$ cat config.mk
export PLATFORM = sky130hd
export DESIGN_NAME = nand_rd_seq
export DESIGN_NICKNAME = d
export VERILOG_FILES = /design/src/rtl/nrs_pkg.sv /design/src/rtl/nrs_addr_gen.sv /design/src/rtl/nrs_ready_wait.sv /design/src/rtl/nrs_mark_chk.sv /design/src/rtl/nand_rd_seq.sv
export SDC_FILE = /design/constraint.sdc
export NUM_CORES = 1
export LEC_CHECK = 0
export ABC_AREA = 1
export BUFFER_PORTS_ARGS = -buffer_cell sky130_fd_sc_hd__buf_2
export CORE_MARGIN = 4
export CORE_UTILIZATION = 45
export CTS_CLUSTER_SIZE = 14
export DETAILED_ROUTE_END_ITERATION = 8
export GPL_TIMING_DRIVEN = 0
export PLACE_DENSITY = 0.65
export SLEW_MARGIN = 5
export SYNTH_ARGS = -nofsm -noshare
export SYNTH_HDL_FRONTEND = slang
export SYNTH_SLANG_ARGS = --single-unit
$ cat constraint.sdc
create_clock -name clk -period 6.3 [get_ports clk]
set_input_delay 0.63 -clock clk [delete_from_list [all_inputs] [get_ports clk]]
set_output_delay 0.63 -clock clk [all_outputs]
set_load 0.03 [all_outputs]
$ cat src/rtl/nrs_pkg.sv
package nrs_pkg;

   typedef enum logic [1:0] {
      OP_PAGE   = 2'd0,
      OP_SPARE  = 2'd1,
      OP_BADCHK = 2'd2,
      OP_NONE   = 2'd3
   } nrs_op_e;

   typedef enum logic [2:0] {
      S_IDLE,
      S_CMD,
      S_ADDR,
      S_CONF,
      S_WAIT,
      S_XFER,
      S_FIN
   } nrs_state_e;

   localparam logic [7:0] CMD_READ    = 8'h00;
   localparam logic [7:0] CMD_CONFIRM = 8'h30;
   localparam logic [7:0] CMD_SPARE   = 8'h50;

   localparam int SMALL_PG = 512;
   localparam int LARGE_PG = 2048;

endpackage

$ cat src/rtl/nrs_addr_gen.sv
module nrs_addr_gen #(
   parameter int ROW_W = 24
) (
   input  logic [2:0]       idx,
   input  logic             two_col,
   input  logic             three_row,
   input  logic [15:0]      col,
   input  logic [ROW_W-1:0] row,
   output logic [7:0]       abyte,
   output logic             last
);

   logic [23:0] row_x;
   logic [2:0]  ncol;
   logic [2:0]  nall;
   logic [2:0]  ridx;

   assign row_x = 24'(row);
   assign ncol  = two_col ? 3'd2 : 3'd1;
   assign nall  = ncol + (three_row ? 3'd3 : 3'd2);
   assign last  = (idx == nall - 3'd1);
   assign ridx  = idx - ncol;

   always_comb begin
      if (idx < ncol) begin
         abyte = idx[0] ? col[15:8] : col[7:0];
      end else begin
         case (ridx)
            3'd0:    abyte = row_x[7:0];
            3'd1:    abyte = row_x[15:8];
            default: abyte = row_x[23:16];
         endcase
      end
   end

endmodule

$ cat src/rtl/nrs_ready_wait.sv
module nrs_ready_wait #(
   parameter int TIMEOUT_CYC = 4096,
   parameter int GUARD_CYC   = 2
) (
   input  logic clk,
   input  logic rst_n,
   input  logic arm,
   input  logic rb,
   output logic go,
   output logic expired
);

   localparam int CW = $clog2(TIMEOUT_CYC + 1);

   logic [CW-1:0] cnt;
   logic          guard_ok;

   always_ff @(posedge clk or negedge rst_n) begin
      if (!rst_n) begin
         cnt <= '0;
      end else if (!arm) begin
         cnt <= '0;
      end else if (cnt != CW'(TIMEOUT_CYC - 1)) begin
         cnt <= cnt + CW'(1);
      end
   end

   generate
      if (GUARD_CYC == 0) begin : g_no_guard
         assign guard_ok = 1'b1;
      end else begin : g_guard
         assign guard_ok = (cnt >= CW'(GUARD_CYC));
      end
   endgenerate

   assign go      = arm && guard_ok && rb;
   assign expired = arm && !go && (cnt == CW'(TIMEOUT_CYC - 1));

endmodule

$ cat src/rtl/nrs_mark_chk.sv
module nrs_mark_chk #(
   parameter int XCNT_W = 12,
   parameter int MPOS_W = 6
) (
   input  logic [XCNT_W-1:0] xcnt,
   input  logic [15:0]       din,
   input  logic [MPOS_W-1:0] mpos,
   input  logic              bus16,
   output logic              hit
);

   logic [XCNT_W-1:0] word_sel;
   logic [7:0]        lane;

   assign word_sel = bus16 ? XCNT_W'(mpos[MPOS_W-1:1]) : XCNT_W'(mpos);
   assign lane     = (bus16 && mpos[0]) ? din[15:8] : din[7:0];
   assign hit      = (xcnt == word_sel) && (lane != 8'hFF);

endmodule

$ cat src/rtl/nand_rd_seq.sv
module nand_rd_seq
   import nrs_pkg::*;
#(
   parameter int BLK_W       = 16,
   parameter int PG_W        = 8,
   parameter int PPB_W       = 9,
   parameter int SPARE_W     = 7,
   parameter int MPOS_W      = 6,
   parameter int ROW_W       = 24,
   parameter int TIMEOUT_CYC = 4096,
   parameter int GUARD_CYC   = 2
) (
   input  logic               clk,
   input  logic               rst_n,
   input  logic               start,
   input  logic [1:0]         op_sel,
   input  logic [BLK_W-1:0]   blk_idx,
   input  logic [PG_W-1:0]    pg_idx,
   input  logic               cfg_large_pg,
   input  logic               cfg_row3,
   input  logic               cfg_bus16,
   input  logic [SPARE_W-1:0] cfg_spare_bytes,
   input  logic [PPB_W-1:0]   cfg_pg_per_blk,
   input  logic [MPOS_W-1:0]  cfg_mark_pos,
   output logic               busy,
   output logic               done,
   output logic               bad_blk,
   output logic               tmo_err,
   output logic               rd_valid,
   output logic [15:0]        rd_data,
   output logic               nf_cle,
   output logic               nf_ale,
   output logic               nf_we,
   output logic               nf_re,
   output logic [7:0]         nf_io_out,
   input  logic [15:0]        nf_io_in,
   input  logic               nf_rb
);

   localparam int XCNT_W = $clog2(LARGE_PG) + 1;
   localparam int PROD_W = BLK_W + PPB_W;

   generate
      if (ROW_W < 16 || ROW_W > 24) begin : g_chk_row
         $error("ROW_W must lie in 16..24");
      end
      if (GUARD_CYC >= TIMEOUT_CYC - 1) begin : g_chk_guard
         $error("GUARD_CYC must be below TIMEOUT_CYC-1");
      end
      if (MPOS_W < 2 || (1 << MPOS_W) > (1 << SPARE_W)) begin : g_chk_mpos
         $error("MPOS_W must be 2..SPARE_W");
      end
      if ((1 << SPARE_W) > LARGE_PG) begin : g_chk_spare
         $error("SPARE_W too wide");
      end
   endgenerate

   nrs_state_e         st;
   nrs_op_e            op_q;
   logic [BLK_W-1:0]   blk_q;
   logic [PG_W-1:0]    pg_q;
   logic               large_q;
   logic               row3_q;
   logic               bus16_q;
   logic [SPARE_W-1:0] spare_q;
   logic [PPB_W-1:0]   ppb_q;
   logic [MPOS_W-1:0]  mpos_q;
   logic               phase;
   logic [2:0]         aidx;
   logic [XCNT_W-1:0]  xcnt;
   logic               bad_q;
   logic               err_q;
   logic               rdv_q;
   logic [15:0]        rdd_q;

   logic               spare_op;
   logic [7:0]         cmd1;
   logic [15:0]        col;
   logic [PROD_W-1:0]  prod;
   logic [ROW_W-1:0]   blk_base;
   logic [ROW_W-1:0]   row_sel;
   logic [XCNT_W-1:0]  nbytes;
   logic [XCNT_W-1:0]  nxfer;
   logic               last_x;
   logic [7:0]         abyte;
   logic               alast;
   logic               rdy_go;
   logic               rdy_exp;
   logic               mark_hit;
   logic               chk_op;

   assign spare_op = (op_q != OP_PAGE);
   assign chk_op   = (op_q == OP_BADCHK);
   assign cmd1     = (spare_op && !large_q) ? CMD_SPARE : CMD_READ;
   assign col      = (spare_op && large_q) ? 16'(LARGE_PG) : 16'd0;
   assign prod     = PROD_W'(blk_q) * PROD_W'(ppb_q);
   assign blk_base = ROW_W'(prod);

   always_comb begin
      if (chk_op) begin
         row_sel = phase ? (blk_base + ROW_W'(ppb_q) - ROW_W'(1)) : blk_base;
      end else begin
         row_sel = blk_base + ROW_W'(pg_q);
      end
   end

   assign nbytes = spare_op ? XCNT_W'(spare_q)
                            : (large_q ? XCNT_W'(LARGE_PG) : XCNT_W'(SMALL_PG));
   assign nxfer  = bus16_q ? (nbytes >> 1) : nbytes;
   assign last_x = (xcnt == nxfer - XCNT_W'(1));

   nrs_addr_gen #(.ROW_W(ROW_W)) u_addr (
      .idx       (aidx),
      .two_col   (large_q),
      .three_row (row3_q),
      .col       (col),
      .row       (row_sel),
      .abyte     (abyte),
      .last      (alast)
   );

   nrs_ready_wait #(.TIMEOUT_CYC(TIMEOUT_CYC), .GUARD_CYC(GUARD_CYC)) u_wait (
      .clk     (clk),
      .rst_n   (rst_n),
      .arm     (st == S_WAIT),
      .rb      (nf_rb),
      .go      (rdy_go),
      .expired (rdy_exp)
   );

   nrs_mark_chk #(.XCNT_W(XCNT_W), .MPOS_W(MPOS_W)) u_mark (
      .xcnt  (xcnt),
      .din   (nf_io_in),
      .mpos  (mpos_q),
      .bus16 (bus16_q),
      .hit   (mark_hit)
   );

   always_ff @(posedge clk or negedge rst_n) begin
      if (!rst_n) begin
         st      <= S_IDLE;
         op_q    <= OP_PAGE;
         blk_q   <= '0;
         pg_q    <= '0;
         large_q <= 1'b0;
         row3_q  <= 1'b0;
         bus16_q <= 1'b0;
         spare_q <= '0;
         ppb_q   <= '0;
         mpos_q  <= '0;
         phase   <= 1'b0;
         aidx    <= '0;
         xcnt    <= '0;
         bad_q   <= 1'b0;
         err_q   <= 1'b0;
      end else begin
         case (st)
            S_IDLE: begin
               if (start && (nrs_op_e'(op_sel) != OP_NONE)) begin
                  op_q    <= nrs_op_e'(op_sel);
                  blk_q   <= blk_idx;
                  pg_q    <= pg_idx;
                  large_q <= cfg_large_pg;
                  row3_q  <= cfg_row3;
                  bus16_q <= cfg_bus16;
                  spare_q <= cfg_spare_bytes;
                  ppb_q   <= cfg_pg_per_blk;
                  mpos_q  <= cfg_mark_pos;
                  phase   <= 1'b0;
                  bad_q   <= 1'b0;
                  err_q   <= 1'b0;
                  st      <= S_CMD;
               end
            end
            S_CMD: begin
               aidx <= '0;
               st   <= S_ADDR;
            end
            S_ADDR: begin
               if (alast) begin
                  st <= large_q ? S_CONF : S_WAIT;
               end else begin
                  aidx <= aidx + 3'd1;
               end
            end
            S_CONF: begin
               st <= S_WAIT;
            end
            S_WAIT: begin
               xcnt <= '0;
               if (rdy_go) begin
                  st <= S_XFER;
               end else if (rdy_exp) begin
                  err_q <= 1'b1;
                  st    <= S_FIN;
               end
            end
            S_XFER: begin
               xcnt <= xcnt + XCNT_W'(1);
               if (chk_op && mark_hit) begin
                  bad_q <= 1'b1;
               end
               if (last_x) begin
                  if (chk_op && !phase && !(bad_q || mark_hit)) begin
                     phase <= 1'b1;
                     st    <= S_CMD;
                  end else begin
                     st <= S_FIN;
                  end
               end
            end
            default: begin
               st <= S_IDLE;
            end
         endcase
      end
   end

   always_ff @(posedge clk or negedge rst_n) begin
      if (!rst_n) begin
         rdv_q <= 1'b0;
         rdd_q <= '0;
      end else begin
         rdv_q <= (st == S_XFER) && !chk_op;
         if (st == S_XFER) begin
            rdd_q <= bus16_q ? nf_io_in : {8'h00, nf_io_in[7:0]};
         end
      end
   end

   always_comb begin
      case (st)
         S_CMD:   nf_io_out = cmd1;
         S_CONF:  nf_io_out = CMD_CONFIRM;
         S_ADDR:  nf_io_out = abyte;
         default: nf_io_out = 8'h00;
      endcase
   end

   assign nf_cle   = (st == S_CMD) || (st == S_CONF);
   assign nf_ale   = (st == S_ADDR);
   assign nf_we    = nf_cle || nf_ale;
   assign nf_re    = (st == S_XFER);
   assign busy     = (st != S_IDLE);
   assign done     = (st == S_FIN);
   assign bad_blk  = bad_q;
   assign tmo_err  = err_q;
   assign rd_valid = rdv_q;
   assign rd_data  = rdd_q;

endmodule

* Yosys cells after proc, flatten, opt, wreduce, memory -nomap -nowiden
Cells that the tools add are included.
** Word-level totals
- Bits in registers :: 102
- Input port bits :: 71
- Logic and storage cells :: 129
** Operators by class
- $add $sub $neg :: 10
- Multiply operators :: 1
- Magnitude comparators :: 2
- Eq/ne operators :: 25
- Muxes and demuxes :: 38
- Reduce and logical (&&, ||, !) cells :: 35
** Operators by type and width (number)
- 12-bit 2-to-1 mux :: 4
- 24-bit 2-to-1 mux :: 2
- 13-bit 2-to-1 mux :: 2
- 24-bit by 8-bit adder with 24-bit output :: 1
- 24-bit by 9-bit adder with 24-bit output :: 1
- 12-bit == test :: 2
- 16-bit by 9-bit multiplier with 24-bit output :: 1
- 3-bit 2-to-1 mux :: 8
- 8-bit 2-to-1 mux :: 3
- 12-bit case mux with 2 select lines :: 1
- 8-bit case mux with 3 select lines :: 1
- 24-bit by 1-bit subtractor with 24-bit output, second input constant :: 1
- 3-bit case mux with 6 select lines :: 1
- 16-bit 2-to-1 mux :: 1
- 8-bit case mux with 2 select lines :: 1
- 13-bit by 1-bit adder with 13-bit output, second input constant :: 1
- 13-bit by 12-bit == test with 1-bit output, second input constant :: 1
- 13-bit by 2-bit >= comparator with 1-bit output, second input constant :: 1
- 1-bit logical AND :: 13
- 13-bit by 12-bit inequality test with 1-bit output, second input constant :: 1
- 12-bit by 1-bit adder with 12-bit output, second input constant :: 1
- 2-bit inequality test, second input constant :: 6
- 4-bit AND reduction :: 3
- 12-bit by 1-bit subtractor with 12-bit output, second input constant :: 1
- other kinds (26) :: 53

* Depth between registers and ports, before layout
Gate-level depths: netlist of run 1.
- Depth after elaboration :: 10
- Depth in mapped cells :: 40

* Hierarchy
From an unflattened synthesis of run 1, not the netlist that was laid out.
** Unflattened totals
- Cell total of the unflattened synthesis :: 2011
- Area total of the unflattened synthesis :: 13322.8 sq um
** By module, submodules not included
- nand_rd_seq :: times used 1, cells an instance 1700, area an instance 11559.8 sq um, sequential area each 2227.1 sq um
- nrs_ready_wait :: times used 1, cells an instance 121, area an instance 860.8 sq um, sequential area each 325.3 sq um
- nrs_addr_gen :: times used 1, cells an instance 118, area an instance 585.6 sq um, sequential area each 0.0 sq um
- nrs_mark_chk :: times used 1, cells an instance 72, area an instance 316.6 sq um, sequential area each 0.0 sq um

* Worst setup path before layout of run 1
OpenSTA, ideal clock, no wires.
- Path kind :: register to output
- Start point :: register ppb_q[2]
- End point :: output nf_io_out[1]
- Arrival :: 6.000 ns
- Required time :: 5.670 ns
- Path slack :: -0.330 ns
- Cell stages (with the launch flop) :: 30
- Cells stage by stage :: dfrtp_1 -> clkbuf_1 -> clkbuf_1 -> nand2_1 -> fa_1 -> inv_1 -> fa_1 -> inv_1 -> fa_1 -> fa_1 -> inv_1 -> ha_1 -> a21oi_1 -> nand2_1 -> xor2_2 -> inv_1 -> ha_1 -> inv_1 -> ha_1 -> a21oi_1 -> o21ai_0 -> nand2_1 -> nand3_1 -> a21oi_1 -> nand2_1 -> nand2_1 -> nor2_1 -> a21oi_1 -> nand2_1 -> a21oi_1
** On the way
- Longest elaborated chain between the ends :: 8
- Elaborated cells between the ends (all ways) :: 9
- Classes of those cells :: add/sub (3); mul (1); mux (5)
** RTL lines
- from (decl) :: line nand_rd_seq.sv:66 : logic [PPB_W-1:0] ppb_q;
- from (signal assigned) :: line nand_rd_seq.sv:167 : ppb_q <= cfg_pg_per_blk;
- 16-bit by 9-bit multiplier with 24-bit output :: line nand_rd_seq.sv:96 : assign prod = PROD_W'(blk_q) * PROD_W'(ppb_q);
- 24-bit by 9-bit adder with 24-bit output :: line nand_rd_seq.sv:101 : row_sel = phase ? (blk_base + ROW_W'(ppb_q) - ROW_W'(1)) : blk_base;
- 24-bit by 1-bit subtractor with 24-bit output :: line nand_rd_seq.sv:101
- 24-bit 2-to-1 mux :: line nand_rd_seq.sv:101
- 24-bit 2-to-1 mux (*) :: line nand_rd_seq.sv:100 : if (chk_op) begin
- 8-bit case mux with 2 select lines (*) :: line nrs_addr_gen.sv:28 : case (ridx)
- 8-bit 2-to-1 mux (*) :: line nrs_addr_gen.sv:25 : if (idx < ncol) begin
- 8-bit case mux with 3 select lines (*) :: line nand_rd_seq.sv:232 : case (st)
- to (decl) :: line nand_rd_seq.sv:35 : output logic [7:0] nf_io_out,
Every way passes the cells marked *; elsewhere a longest branch is shown, timed or not.

* Worst setup path after layout of run 1
- Start point :: register ppb_q[6]
- End point :: output nf_io_out[3]
Same word-level chain as after synthesis.

==> flow_metrics.tcl, run 1 <==
set metrics [dict create \
    portBuffers 103 \
    clock.fmax_ghz 0.146 \
    setup.worst_path.start_class "flop" \
    postSynthNetCount 2255 \
    floorplan.initialDensity_pct 45.8 \
    rsz0062_at_grt "true" \
    clock_tree.buffer_depth 2 \
    ys_dominant_reg_cell "sky130_fd_sc_hd__dfrtp_1" \
    firstDrtPassIters 5 \
    slowest_delay_ps 570 \
    final_net_count 2437 \
    synthMostInstantiatedCell "sky130_fd_sc_hd__nand2_1" \
    clk_transition_reported_paths_ps 80 \
    crit_fanout 8 \
    cts_root_buf "sky130_fd_sc_hd__clkbuf_16" \
    post-route-util_pct 59.0 \
    violations_in_the_final_reports "setup timing" \
    asyncSetResetFlopFracSynth_pct 100 \
    first_pass_grt_wire_length_um 69200 \
    die_h_um 179 \
    ys_seq_area_share_pct 19.3 \
    place.gp.congestion 0.928 \
    ioPinCount 104 \
    cts-buffers-inserted 9 \
    dr_total_vias 13400 \
    std_cell_rows 62 \
    cts_hold_fix_bufs 0 \
    first_global_vias 13700 \
    synth_top_area_cell "sky130_fd_sc_hd__dfrtp_1" \
    route.detailed.drc 0 \
    result_of_the_run "complete, but fails checks" \
    worst_path_slowest_cell "sky130_fd_sc_hd__fa_1" \
    area_growth_pct 28.8 \
    critical-path-top-delay-family "adder cells" \
    pin_count_of_the_biggest_net_entering_global_routing 62 \
    synth.yosys.warnings 0 \
    diodes 0 \
    crit_path_frequent_cell "sky130_fd_sc_hd__nand2_1" \
    clock_tree.htree_level_count 3 \
    dieWidth_um 179 \
    timing.final.hold_violations 0 \
    fin_crit_sh_pct 109 \
    vias_per_cell 5.23 \
    criticalPathCategory "flop to primary output" \
    syn-cell-area_mm2 0.0132 \
    critPathRequiredTime_ps 5670 \
    report.final.slew_viol_count 0 \
    critPathArrivalTime_ps 6220 \
    cts_num_sinks 102 \
    initialDrtViolationCount 842 \
    fillers 2634 \
    maxSlewHeadroom_pct 50.6 \
    hpwl_um 32200 \
    core_region_area_mm2 0.0289 \
    hp-class "primary input to async pin" \
    drive_gt1_share_pct 25.2 \
    groute.usage.overall_pct 26.9 \
    post_synth_main_area_contributors "sky130_fd_sc_hd__dfrtp_1 19%, sky130_fd_sc_hd__nand2_1 18%, sky130_fd_sc_hd__fa_1 15%, sky130_fd_sc_hd__inv_1 12%, sky130_fd_sc_hd__ha_1 9.6%" \
    synthTopCellsByCount "618 x sky130_fd_sc_hd__nand2_1, 407 x sky130_fd_sc_hd__inv_1, 128 x sky130_fd_sc_hd__nand3_1" \
    worst_slew_pin_slew_ps 742 \
    cp_num_buf_inv 8 \
    gr-total-overflow 0 \
    maxCapViolations 0 \
    clk_latency_ps 360 \
    finalWorstPathRequiredPeriod_ps 6850 \
    final.setup_skew_ps 11.2 \
    post_synth_edffs 0 \
    setup_tns_ps -3660 \
    postRouteAntennaNets 0 \
    setup_viol_count_final 8 \
    least_setup_slack_across_all_paths_after_layout_ps -555 \
    yosys.area.top_type_share_pct 19.3 \
    tritoncts "built" \
    synthCells 1982 \
    antenna_found_initial 0 \
    wl_per_cell_um 16.7 \
    synth-seq-cells 102 \
    avgSynthCellArea_um2 6.67 \
    number_of_different_library_cells_in_the_post_synthesis_netlist 51 \
    design.die.area_mm2 0.0322 \
    worstSetupEndpointType "primary output" \
    route.final.wire_length_um 42600 \
]
[worst reg2reg max path, cell delays in order (launching register included)]
cell and delay (ps):
sky130_fd_sc_hd__dfrtp_1 410, sky130_fd_sc_hd__nor2_1 150, sky130_fd_sc_hd__inv_1 80, sky130_fd_sc_hd__nor2_2 400, sky130_fd_sc_hd__clkinv_1 510, sky130_fd_sc_hd__a21oi_1 570, sky130_fd_sc_hd__nand2_1 260, sky130_fd_sc_hd__nand2_1 140
sky130_fd_sc_hd__inv_1 70, sky130_fd_sc_hd__nand4_1 90, sky130_fd_sc_hd__nand2_1 50
[metrics by stage]
step	hold slack (ps)	cells	instance area, µm²	setup WS (ps)
finish	272	2553	17000	-555
global route	314	2553	17000	-824
CTS	289	2521	16300	-562
detailed placement	466	2470	14300	-1280
global placement	461	2469	14300	-1200
floorplan	334	1982	13300	8.89
[cells in the final DEF (no fill, tap or decap), types with 34 or more instances in the layout]
master and n:
sky130_fd_sc_hd__fa_1 97, sky130_fd_sc_hd__inv_2 45, sky130_fd_sc_hd__nand2_1 547, sky130_fd_sc_hd__buf_2 96, sky130_fd_sc_hd__o21ai_0 78, sky130_fd_sc_hd__nand3_1 110, sky130_fd_sc_hd__buf_4 74, sky130_fd_sc_hd__nand2_2 60
sky130_fd_sc_hd__ha_1 64, sky130_fd_sc_hd__inv_1 364, sky130_fd_sc_hd__ha_4 34, sky130_fd_sc_hd__dfrtp_1 82, sky130_fd_sc_hd__nor2_1 76, sky130_fd_sc_hd__a21oi_1 51
[sequential cells by signal (all words and copies together) (netlist names)]
signal	cells
aidx	3
bad_blk	1
blk_q	16
bus16_q	1
large_q	1
mpos_q	6
op_q	2
pg_q	8
phase	1
ppb_q	9
rd_data	16
rd_valid	1
row3_q	1
spare_q	7
st	3
tmo_err	1
u_wait.cnt	13
xcnt	12
[layer usage]
layer / global-route usage, % / vias to the layer above / routed length, µm
li1: - / 6463 / -
met2: 46.1 / 411 / 20700
met5: 0 / - / 0
met1: 35.5 / 6401 / 18000
met3: 3.27 / 85 / 2430
met4: 9.11 / 0 / 1520
[cell families after synthesis]
family / count (synthesis) / synth area share (%)
simple gates: 941 / 30.0
xor+xnor: 39 / 2.70
compound gates: 218 / 9.19
buf+inv: 480 / 13.9
fa+ha+maj: 202 / 24.9
flops: 102 / 19.3
[cell type report]
class,count,area (µm²),share of cell area [%]
multi-input combinational,1400,10300,60.5
sequential,102,2580,15.1
tap,384,480,2.82
clock buffer,10,239,1.40
inverter,417,1580,9.28
clock inverter,6,50.0,0.294
buffer,43,409,2.40
timing repair buffer,191,1380,8.12
[path summary, 6_finish.rpt]
check | slack, ps | to | depth (start not counted) | from
worst max-delay path | -550 | nf_io_out[3] | 33 | ppb_q[6]
worst min-delay path | 270 | mpos_q[2] | 1 | rst_n
worst max register to register | 3450 | st[1] | 10 | st[1]
worst min register to register | 480 | rd_data[12] | 2 | rd_data[12]
max in group asynchronous | 5320 | blk_q[0] | 2 | rst_n
min in group clk | 470 | spare_q[0] | 3 | cfg_spare_bytes[0]
[timing repair]
| item | in CTS | in global routing |
|---|---|---|
| resized for setup | 299 | 134 |
| gates cloned | 3 | 0 |
| endpoints found under the hold margin | 0 | 0 |
| setup endpoints to repair | 8 | 8 |
| pin swaps | 132 | 120 |
| setup buffers | 51 | 34 |
Power of run 1 is left out: the tool's default activity adds up to more than one toggle a clock period on the data nets, which glitch-free logic cannot reach.
==> inputs of run 2 (changes only) <==
- CORE_ASPECT_RATIO: not set -> 1.4
- REMOVE_ABC_BUFFERS: not set -> 1
- SYNTH_HIERARCHICAL: not set -> 1
==> run 2 against run 1 <==
The flow still finishes with violations (setup timing). Worst setup slack got worse by 460 ps. Register-to-register slack got worse by 520 ps. Clock-buffer cell count down 1. Flip-flop and latch count is the same.
==> flow_metrics.tcl, run 2 <==
set metrics [dict create \
    groute.layer.met3.usage_pct 2.35 \
    design.die.area_mm2 0.0325 \
    std_cell_rows 74 \
    synth.yosys.warnings 6 \
    ioPinCount 104 \
    r2r_slack_ps 2930 \
    area_growth_pct 28.7 \
    avgSynthCellArea_um2 6.62 \
    core_region_area_mm2 0.0292 \
    place.gp.congestion 0.916 \
    clk_latency_ps 370 \
    cts-buffers-inserted 9 \
    hpwl_um 28100 \
    final.setup_skew_ps 15.3 \
    die_h_um 212 \
    post_synth_edffs 0 \
    clk_transition_reported_paths_ps 80 \
    r2r_end "st[0]" \
    crit-reg2reg-launch "st[2]" \
    synthTopCellsByCount "652 x sky130_fd_sc_hd__nand2_1, 397 x sky130_fd_sc_hd__inv_1, 142 x sky130_fd_sc_hd__nor2_1" \
    number_of_different_library_cells_in_the_post_synthesis_netlist 57 \
    worst_slew_pin_slew_ps 1040 \
    criticalPathCategory "flop to primary output" \
    postRouteAntennaNets 0 \
    synthAdderAreaFrac_pct 24.5 \
    synth_top_family_by_area "simple AND/OR/NAND/NOR gates" \
    ys_seq_area_share_pct 19.2 \
    layout.cells.most_common_list "590 x sky130_fd_sc_hd__nand2_1, 351 x sky130_fd_sc_hd__inv_1, 118 x sky130_fd_sc_hd__nor2_1" \
    least_setup_slack_across_all_paths_after_layout_ps -1020 \
    first_pass_grt_wire_length_um 65300 \
    synth-seq-cells 102 \
    yosys.area.top_type_share_pct 19.2 \
    antenna_found_initial 0 \
    clock_tree.htree_level_count 3 \
    synth-xor-area-share_pct 3.40 \
    maxCapViolations 0 \
    rr_worst_depth 9 \
    ys_dominant_reg_cell "sky130_fd_sc_hd__dfrtp_1" \
    setup_viol_count_final 8 \
    critPathArrivalTime_ps 6690 \
    grt.busiest_layer "met2" \
    worst_path_slowest_cell "sky130_fd_sc_hd__dfrtp_4" \
    worstSetupEndpointType "primary output" \
    clock_tree.buffer_depth 2 \
    asyncSetResetFlopFracSynth_pct 100 \
    finalWorstPathRequiredPeriod_ps 7320 \
    groute.usage.overall_pct 24.7 \
    post_synth_main_area_contributors "sky130_fd_sc_hd__dfrtp_1 19%, sky130_fd_sc_hd__nand2_1 18%, sky130_fd_sc_hd__fa_1 15%, sky130_fd_sc_hd__inv_1 11%, sky130_fd_sc_hd__ha_1 9.3%" \
    rsz0062_at_grt "true" \
    synth_top_area_cell "sky130_fd_sc_hd__dfrtp_1" \
    yosys-mux-area-fraction_pct 0 \
    vias_per_cell 5.16 \
    fillers 2609 \
    wl_per_cell_um 15.9 \
    first_global_vias 13500 \
    slowest_delay_ps 540 \
    pin_count_of_the_biggest_net_entering_global_routing 66 \
    route.detailed.drc 0 \
    setup_tns_ps -6890 \
    synthCells 2011 \
    met1_usage_pct 28.1 \
    clock.fmax_ghz 0.137 \
    portBuffers 103 \
    tritoncts "built" \
    result_of_the_run "complete, but fails checks" \
    gr-total-overflow 0 \
    dieWidth_um 153 \
    initialDrtViolationCount 740 \
    violations_in_the_final_reports "setup timing" \
    maxSlewHeadroom_pct 30.4 \
    cts_num_sinks 102 \
    syn-cell-area_mm2 0.0133 \
    setup.worst_path.start "ppb_q[3]" \
    timing.final.hold_violations 0 \
    fin_crit_sh_pct 116 \
    drive_gt1_share_pct 25.7 \
    hp-class "primary input to async pin" \
    crit_fanout 8 \
    yosys.area_share.simple_pct 30.8 \
    firstDrtPassIters 6 \
    critPathRequiredTime_ps 5670 \
    synthMostInstantiatedCell "sky130_fd_sc_hd__nand2_1" \
    cts_root_buf "sky130_fd_sc_hd__clkbuf_16" \
    diodes 0 \
    route.final.wire_length_um 41100 \
    setup.worst_path.start_class "flop" \
    floorplan.initialDensity_pct 45.7 \
    report.final.slew_viol_count 0 \
    final_net_count 2475 \
    place_worst_setup_slack_ps -1800 \
    synth-compound-area-share_pct 8.41 \
    grt_use_met2_pct 46.0 \
    layout.cells.most_common "sky130_fd_sc_hd__nand2_1" \
    dr_total_vias 13400 \
]
## run 2: changes by cell type in the layout (fill, tap and decap cells not counted), moves of 15 or more
| cell | change |
|---|---|
| sky130_fd_sc_hd__conb_1 | +15 |
| sky130_fd_sc_hd__nand3_1 | -18 |
| sky130_fd_sc_hd__nor2_1 | +42 |
| sky130_fd_sc_hd__nand2_1 | +43 |
| sky130_fd_sc_hd__buf_4 | +26 |
| sky130_fd_sc_hd__clkbuf_1 | -22 |
## run 2: metrics by stage
stage               hold slack (ps)  utilization (%)  instances  area (µm²)
floorplan                       334                -       1956       13100
global placement                449             48.2       2439       14100
detailed placement              457             48.6       2444       14200
CTS                             156             56.9       2562       16600
global route                    166             58.8       2589       17100
finish                          151             58.8       2589       17100
## run 2: routing by layer
layer / vias up / share of wire [%]
met5: - / 0
met4: 0 / 6.2
met3: 154 / 4.9
met2: 441 / 52
met1: 6278 / 37
li1: 6485 / -
## run 2: kinds of logic after synthesis
family,count (synthesis)
fa+ha+maj,200
other cells,1
xor+xnor,50
buf+inv,473
simple gates,985
flops,102
compound gates,200
## run 2: worst max path at each step
| stage | end | depth (start not counted) |
|---|---|---|
| 2_1_floorplan | nf_io_out[7] | 38 |
| 3_3_place_gp | nf_io_out[7] | 39 |
| 5_1_grt | nf_io_out[7] | 37 |
| 6_report | nf_io_out[3] | 34 |
| 3_5_place_dp | nf_io_out[6] | 33 |
| 4_1_cts | nf_io_out[7] | 39 |
## run 2: cell type report
cell class	count	area, µm²	share of cell area, %
inverters	404	1540	8.99
multi-input cells	1450	10400	60.4
clock inverters	7	115	0.671
well taps	380	475	2.77
clock buffers	9	225	1.31
repair buffers	237	1830	10.7
flip-flops and latches	102	2600	15.2
## run 2: critical path: cells and delay by family (launching register included)
| family | cells | cell delay (ps) |
|---|---|---|
| buffers and inverters | 12 | 1180 |
| AO/OA/AOI/OAI | 5 | 780 |
| XOR/XNOR | 2 | 360 |
| adder cells (fa/ha/maj) | 6 | 2560 |
| flip-flops | 1 | 540 |
| AND/OR/NAND/NOR | 9 | 860 |
## run 2: repair_timing
item | in CTS | in global routing
hold buffers | 0 | 0
gates resized for setup | 302 | 101
hold endpoints to repair | 0 | 0
setup buffers | 102 | 27
endpoints found under the setup margin | 8 | 8
pin swaps | 144 | 91
Power of run 2 is left out for the same reason.
